### src/rtl/crc_stream_engine.sv
module crc_stream_engine #(
  parameter int DW    = 16,
  parameter int DEPTH = 8
) (
  input  logic          clk,
  input  logic          rst_n,
  input  logic          wr_en,
  input  logic [1:0]    waddr,
  input  logic [DW-1:0] wdata,
  input  logic [1:0]    raddr,
  output logic [DW-1:0] rdata
);
  localparam int AW   = $clog2(DEPTH);
  localparam int LW   = $clog2(DW);
  localparam int HALF = DW / 2;
  localparam logic [1:0] A_CTRL = 2'd0, A_TAPS = 2'd1, A_WORK = 2'd2, A_DATA = 2'd3;

  logic [LW-1:0] len_m1, bitpos, top, hi;
  logic          go;
  logic [DW-1:0] taps, work, mask, head, step1, step2;
  logic [DW-1:0] mem [DEPTH];
  logic [AW-1:0] rd_ptr, wr_ptr;
  logic [AW:0]   count;
  logic          full, empty, push, pop, shifting;

  function automatic logic [DW-1:0] lfsr_step(input logic [DW-1:0] c, input logic b,
                                               input logic [LW-1:0] l, input logic [DW-1:0] t,
                                               input logic [DW-1:0] m);
    logic [DW-1:0] n;
    n = (c << 1) & m;
    if (c[l] ^ b) n = n ^ (t & m);
    return n;
  endfunction

  assign full     = (count == (AW+1)'(DEPTH));
  assign empty    = (count == '0);
  assign push     = wr_en && (waddr == A_DATA) && !full;
  assign shifting = go && !empty;
  assign top      = (len_m1 < LW'(HALF)) ? LW'(HALF-1) : LW'(DW-1);
  assign pop      = shifting && (bitpos == top - LW'(1));
  assign mask     = {DW{1'b1}} >> (LW'(DW-1) - len_m1);
  assign head     = mem[rd_ptr];
  assign hi       = top - bitpos;
  assign step1    = lfsr_step(work,  head[hi],         len_m1, taps, mask);
  assign step2    = lfsr_step(step1, head[hi - LW'(1)], len_m1, taps, mask);

  always_ff @(posedge clk or negedge rst_n) begin
    if (!rst_n) begin
      len_m1 <= '0;
      go     <= 1'b0;
      taps   <= '0;
      work   <= '0;
    end else begin
      if (wr_en && waddr == A_CTRL) begin
        len_m1 <= wdata[LW-1:0];
        go     <= wdata[LW];
      end
      if (wr_en && waddr == A_TAPS) taps <= wdata;
      if (wr_en && waddr == A_WORK && !go) work <= wdata;
      else if (shifting) work <= step2;
    end
  end

  always_ff @(posedge clk or negedge rst_n) begin
    if (!rst_n) begin
      rd_ptr <= '0;
      wr_ptr <= '0;
      count  <= '0;
      bitpos <= '0;
    end else begin
      if (push) wr_ptr <= wr_ptr + AW'(1);
      if (pop) begin
        rd_ptr <= rd_ptr + AW'(1);
        bitpos <= '0;
      end else if (shifting) begin
        bitpos <= bitpos + LW'(2);
      end
      count <= count + (AW+1)'(push) - (AW+1)'(pop);
    end
  end

  always_ff @(posedge clk) begin
    if (push) mem[wr_ptr] <= wdata;
  end

  always_comb begin
    case (raddr)
      A_CTRL:  rdata = DW'({empty, full, go, len_m1});
      A_TAPS:  rdata = taps;
      A_WORK:  rdata = work;
      default: rdata = '0;
    endcase
  end
endmodule

### config.mk
export PLATFORM = sky130hd
export DESIGN_NAME = crc_stream_engine
export DESIGN_NICKNAME = d
export VERILOG_FILES = /design/src/rtl/crc_stream_engine.sv
export SDC_FILE = /design/constraint.sdc
export NUM_CORES = 1
export LEC_CHECK = 0
export ABC_AREA = 1
export BUFFER_PORTS_ARGS = -buffer_cell sky130_fd_sc_hd__clkbuf_2
export CORE_ASPECT_RATIO = 0.7
export CORE_MARGIN = 3
export CORE_UTILIZATION = 56
export DETAILED_ROUTE_END_ITERATION = 8
export HOLD_SLACK_MARGIN = 0.05
export PLACE_DENSITY = 0.74
export SLEW_MARGIN = 20
export SYNTH_ARGS = -nofsm -noshare
export SYNTH_HDL_FRONTEND = slang
export SYNTH_SLANG_ARGS = --single-unit
### constraint.sdc
create_clock -name clk -period 2.7 [get_ports clk]
set_clock_uncertainty 0.2 [all_clocks]
set_input_delay 0.81 -clock clk [delete_from_list [all_inputs] [get_ports clk]]
set_output_delay 0.81 -clock clk [all_outputs]
set_load 0.05 [all_outputs]
Word level (Yosys, flattened, before mapping)
Memories as Yosys holds them, arrays and structs flattened. Index checks and enable logic that the tools add are counted.

Memories kept: 1. Register bits after elaboration: 51. Logic and storage cells: 71. Bits in writable memories: 128.

Memories: mem (depth 8, bits a word 16, read ports 1, clocked after memory_dff 0, write ports 1, RTL line 21) `logic [DW-1:0] mem [DEPTH];`.

Multiplexer cells: 18. Bitwise logic cells: 7. Magnitude comparators: 4. Add/sub/neg operators: 9. Shifts and indexed selects: 1. Equal/unequal tests: 7. Reduce and logical (&&, ||, !) cells: 16.

Operator list (number): 16-bit 2-to-1 mux (4); 16-bit AND (3); 16-bit case mux with 3 select lines (1); 16-bit XOR (2); 1-bit binary-select mux with 4-bit select (4); 16-bit by 4-bit right shift with 16-bit output (first input constant) (1); 4-bit by 5-bit < comparator with 1-bit output (second input constant) (3); 4-bit 2-to-1 mux (3); 1-bit logical AND (8); 4-bit by 1-bit subtractor with 4-bit output (second input constant) (2); 3-bit by 1-bit adder with 3-bit output (second input constant) (2); 2-bit equality test (second input constant) (3); 1-bit 2-to-1 mux (6); 4-bit by 1-bit adder with 4-bit output (1); 4-bit by 2-bit adder with 4-bit output (second input constant) (1); 2-bit by 1-bit equality test with 1-bit output (second input constant) (2); 4-bit equality test (1); 4-bit equality test (second input constant) (1); 2-bit logical NOT (2); 4-bit logical NOT (1); 4-bit < comparator (second input constant) (1); 2-bit nonzero test (2); 4-bit by 1-bit subtractor with 4-bit output (1); 4-bit subtractor (1); 3 further kinds (6).

Depth between registers and ports, before layout
Depth in word-level cells: 13. Mapped depth: 27. Depth with buffers taken out: 25.

Least setup slack after synthesis
Ideal clock, no wire load.

Path kind: input port to output port. Start: input raddr[0]. End: output rdata[12]. Data required time: 1.690 ns. Stages: 5. Buffers on the path: 3. Setup slack: -1.040 ns. Arrival time: 2.730 ns. Cell sequence: clkbuf_1 or2_2 clkbuf_1 clkbuf_1 o21ai_0.

Cells in the longest elaborated chain, start to end: 2. Elaborated cells on any way between the ends: 4.

Ends and longest elaborated chain: start, declared (RTL line 10) `input logic [1:0] raddr,`; 2-bit equality test, or another cell as far along (RTL line 87) `case (raddr)`; 16-bit case mux with 3 select lines (*) (RTL line 87); end, declared (RTL line 11) `output logic [DW-1:0] rdata`.

Mark *: on every way between the ends. The rest lies on a longest branch, timed or not.

Worst setup path after layout
Start: register len_m1[0]. End: register work[15].

Cells in the longest elaborated chain, start to end: 13. Elaborated cells on any way between the ends: 25.

Ends and longest elaborated chain: start, declared (RTL line 18) `logic [LW-1:0] len_m1, bitpos, top, hi;`; start signal, assigned (RTL line 55) `len_m1 <= wdata[LW-1:0];`; 4-bit < comparator (RTL line 39) `assign top = (len_m1 < LW'(HALF)) ? LW'(HALF-1) : LW'(DW-1);`; 4-bit 2-to-1 mux (RTL line 39); 4-bit subtractor (RTL line 43) `assign hi = top - bitpos;`; 1-bit binary-select mux with 4-bit select (RTL line 44) `assign step1 = lfsr_step(work, head[hi], len_m1, taps, mask);`; 1-bit 2-to-1 mux (not written as such) (RTL line 44); 1-bit XOR (RTL line 31) `if (c[l] ^ b) n = n ^ (t & m);`; 16-bit 2-to-1 mux (RTL line 31); 1-bit binary-select mux with 4-bit select (RTL line 31); 1-bit 2-to-1 mux (not written as such) (RTL line 31); 1-bit XOR (RTL line 31); 16-bit 2-to-1 mux (*) (RTL line 31); 16-bit 2-to-1 mux (*) (RTL line 60) `else if (shifting) work <= step2;`; 16-bit 2-to-1 mux (*) (RTL line 59) `if (wr_en && waddr == A_WORK && !go) work <= wdata;`; end signal, assigned (RTL line 59); end signal, assigned (RTL line 60); end, declared (RTL line 20) `logic [DW-1:0] taps, work, mask, head, step1, step2;`.

Mark *: on every way between the ends. The rest lies on a longest branch, timed or not. The select of a mux whose other input is x is not followed. A chain may end at the register's enable or synchronous reset.

==> key figures <==
Logic synthesis
  – Netlist cell types: 38
  – Avg Inst Size Synth: 9.27 µm²
  – Complex-gate fraction of the synthesized area: 0.0932
  – Mapped cell area: 8890 µm²
  – Syn_nets: just under 1000
  – Seq cells post-synth: approximately 180
  – Xor and xnor area share after synthesis: 0.0345
  – Main combinational cell family by area after synthesis: simple AND/OR/NAND/NOR gates
  – Synth area leaders: edfxtp_1 43%, dfrtp_1 14%, nand2_1 11%, nand3_1 5.7%, o21ai_0 4.1%
  – Share of the synthesized area in the top cell type: 0.432
  – Adder-cell area share of the yosys netlist: 0.0149
  – Seq/Total Area, Yosys: 0.573
  – Synth area leader: edfxtp_1
  – Synth Area in Simple Gates: 0.216
  – Post-synthesis mux area share: 0
  – Ys Warns: 0
  – Synth Instances: around 960

Clock network
  – CTS max path bufs: 2
  – H-tree depth: 4
  – Root buf cell: clkbuf_16
  – Clk pin slew, worst setup/hold paths: roughly 0.080 ns
  – Clk Latency, worst-skew pair: roughly 0.44 ns
  – Clock sinks: between 150 and 200
  – CTS tree: built
  – Num CTS Buffers: 17

Timing
  – Worst Tran Pin Value: roughly 0.5 ns
  – Final Worst Setup Slack: -0.760 ns
  – Slew Viols, Final: 0
  – Max Fclk: 289 MHz
  – Period minus WS final: ~3.5 ns
  – Final setup fails: 22
  – WHS: between 0.1 and 0.15 ns
  – Final hold vios: 0
  – Final period utilization: 1.28
  – Unrepaired setup endpoints after global routing: true
  – Worst slew margin: 0.667

Power and ir drop
  – VDD IR max: around 780 µV
  – Pwr dens: around 1300 nW/µm²
  – Leak pwr: 5.21 nW
  – Tot Pwr: about 16 mW

Flow run
  – # Max-Cap Violations: 0

Status
  – Status: complete, but fails checks
  – Failing checks: setup timing

Worst setup path
  – Startpoint types: register
  – CP dominant cell by count: nand2_1
  – Critical path's top delay family: simple AND/OR/NAND/NOR gates
  – Setup CP Type: reg2reg
  – CP max stage cell: dfrtp_2
  – CP arrival: 3.59 ns
  – Crit Path Max Fanout: 7
  – Crit. End Element: register
  – Worst path max stage delay: approximately 0.47 ns
  – Critical-path cell list: inv_1, nor2_2, buf_4, nand2_1, o21ai_0, o21ai_1, nand4_2, inv_2, nand2_8, nand2_8, inv_1, nand2_1, o21ai_0, nor2_1, nand2_1, a21oi_4, nand3_4, buf_12, nand2_8, nand2_2, nand3_2, nand2_1
  – Worst Path Required: between 2 and 3 ns
  – Critical path buffers and inverters: 5

Placed design
  – Area after DPL: 11000 µm²
  – Final Wtd Congestion: about 1
  – Hpwl dp: approximately 18 mm
  – Dpl cells: around 1300
  – Port Buf Inserts: 38

Global routing
  – Largest net degree at the start of global routing: 34
  – First-pass GRT wire length: 43.5 mm
  – Global route overflow: 0
  – Vias in the first global route: 7811
  – Antenna violations before repair: 0
  – GR Util All Layers: 0.327

Floorplanning
  – Initial core utilization: 0.589
  – Die extent in x: ~160 µm
  – Core box area: 15100 µm²
  – Die Span Y: 111 µm
  – Site Rows: 37
  – I/O pin cnt: 39
  – Die area: roughly 17000 µm²

Drt
  – Via density: 6.11
  – Met2 Wirelength: approximately 13 mm
  – Iter 0 DRT Violations: between 1000 and 1500
  – Routed WL: 29.2 mm
  – Routed wire per std cell: 21.5 µm
  – DRC viols: 0
  – Post-DRT Antenna Nets: 0
  – Detailed Routing Iterations Pass 1: 6
  – Metal3 WL: around 3.4 mm
  – Vias: between 8000 and 9000
  – Met1 Wirelength: approximately 12 mm
  – Top Layer Used: met4

Layout
  – Fillers: a little over 800
  – Commonest non-fill, non-tap cell in the layout: nand2_1
  – Ratio of cells with drive above 1 in the final layout: 0.338
  – Most frequent cells in the layout: 208 x nand2_1, 135 x buf_4, 128 x edfxtp_1, 84 x inv_1, 68 x o21ai_0
  – Fin nets: 1181
  – Final Instance Area: 12500 µm²
  – P&R area growth vs syn: 40.2%
  – Non-Filler Instances: about 1400
  – Antenna cell count: 0

Worst hold path
  – HP Class: in2async
-- layout make-up --
cell class	instances	area, µm²	area share
sequential	178	5100	0.409
multi-input combinational	642	4080	0.327
tap	195	244	0.0196
timing repair buffer	206	2050	0.165
inverter	103	403	0.0323
clock buffer	17	425	0.0341
clock inverter	15	160	0.0129
-- worst reg2reg max path, stage by stage (launching register included) --
cell	delay, ns
dfrtp_2	0.47
inv_1	0.09
nor2_2	0.06
buf_4	0.18
nand2_1	0.06
o21ai_0	0.11
o21ai_1	0.20
nand4_2	0.18
inv_2	0.14
nand2_8	0.08
nand2_8	0.11
inv_1	0.11
nand2_1	0.10
o21ai_0	0.13
nor2_1	0.12
nand2_1	0.10
a21oi_4	0.25
nand3_4	0.17
buf_12	0.17
nand2_8	0.13
nand2_2	0.07
nand3_2	0.06
nand2_1	0.05
-- cells in the mapped netlist (all sizes together) --
library cell,count
nand2,260
edfxtp,128
nand3,102
inv,97
o21ai,74
nor2,70
dfrtp,50
o22ai,40
buf,24
xor2,19
xnor2,16
clkbuf,14
a21oi,12
ha,9
o221ai,9
nand3b,8
clkinv,6
o211ai,4
and3,3
nand4,3
or2,3
a221oi,2
a221o,1
fa,1
nor3,1
nor4,1
o21bai,1
or3,1
-- layer usage --
layer  vias to the layer above  global-route usage
met5                         -                   0
met4                         0               0.115
met3                       130              0.0894
met2                       595               0.484
met1                      3916               0.467
li1                       3641                   -
-- per-stage QoR --
stage	TNS (ns)	worst slack [ns]	utilization
floorplan	-2.42	-0.201	-
global placement	-9.47	-0.542	0.727
detailed placement	-11.80	-0.702	0.727
CTS	-8.37	-0.544	0.801
global route	-14.76	-0.934	0.826
finish	-11.79	-0.760	0.826
-- cells by family after synthesis --
logic type | count (synthesis)
fa+ha+maj | 10
flops | 178
xor+xnor | 35
buf+inv | 141
simple gates | 452
compound gates | 143
-- repair_timing --
action                                  in CTS  in global routing
endpoints found under the setup margin      34                 34
buffers inserted                             8                  3
cloned                                       5                  1
hold buffers                                 0                  0
resized for setup                           61                104
hold endpoints to repair                     0                  0
pin swaps                                   16                 49
-- registers in the layout, summed over array words and instances (netlist names) --
| register | cells |
|---|---|
| bitpos | 3 |
| len_m1 | 4 |
| mem | 128 |
| rd_ptr | 3 |
| work | 16 |
| taps | 16 |
| count | 4 |
| go | 1 |
| wr_ptr | 3 |
-- report_power, final --
group | switching (mW) | total (mW) | internal, mW
Combinational | 5.67 | 9.82 | 4.15
Clock | 1.21 | 2.46 | 1.24
Sequential | 0.290 | 3.56 | 3.27
Total | 7.17 | 15.8 | 8.66
-- path summary, 6_finish.rpt --
check / start / end / slack, ns / cells past startpoint
min in group clk: taps[13] / taps[13] / 0.34 / 2
hold reg to reg: taps[13] / taps[13] / 0.34 / 2
setup / recovery: len_m1[0] / work[15] / -0.76 / 22
hold / removal: rst_n / taps[0] / 0.12 / 1
setup reg to reg: len_m1[0] / work[15] / -0.76 / 22
max in group asynchronous: rst_n / taps[10] / 1.50 / 2
Note: power is estimated with default switching activity, not from simulation.
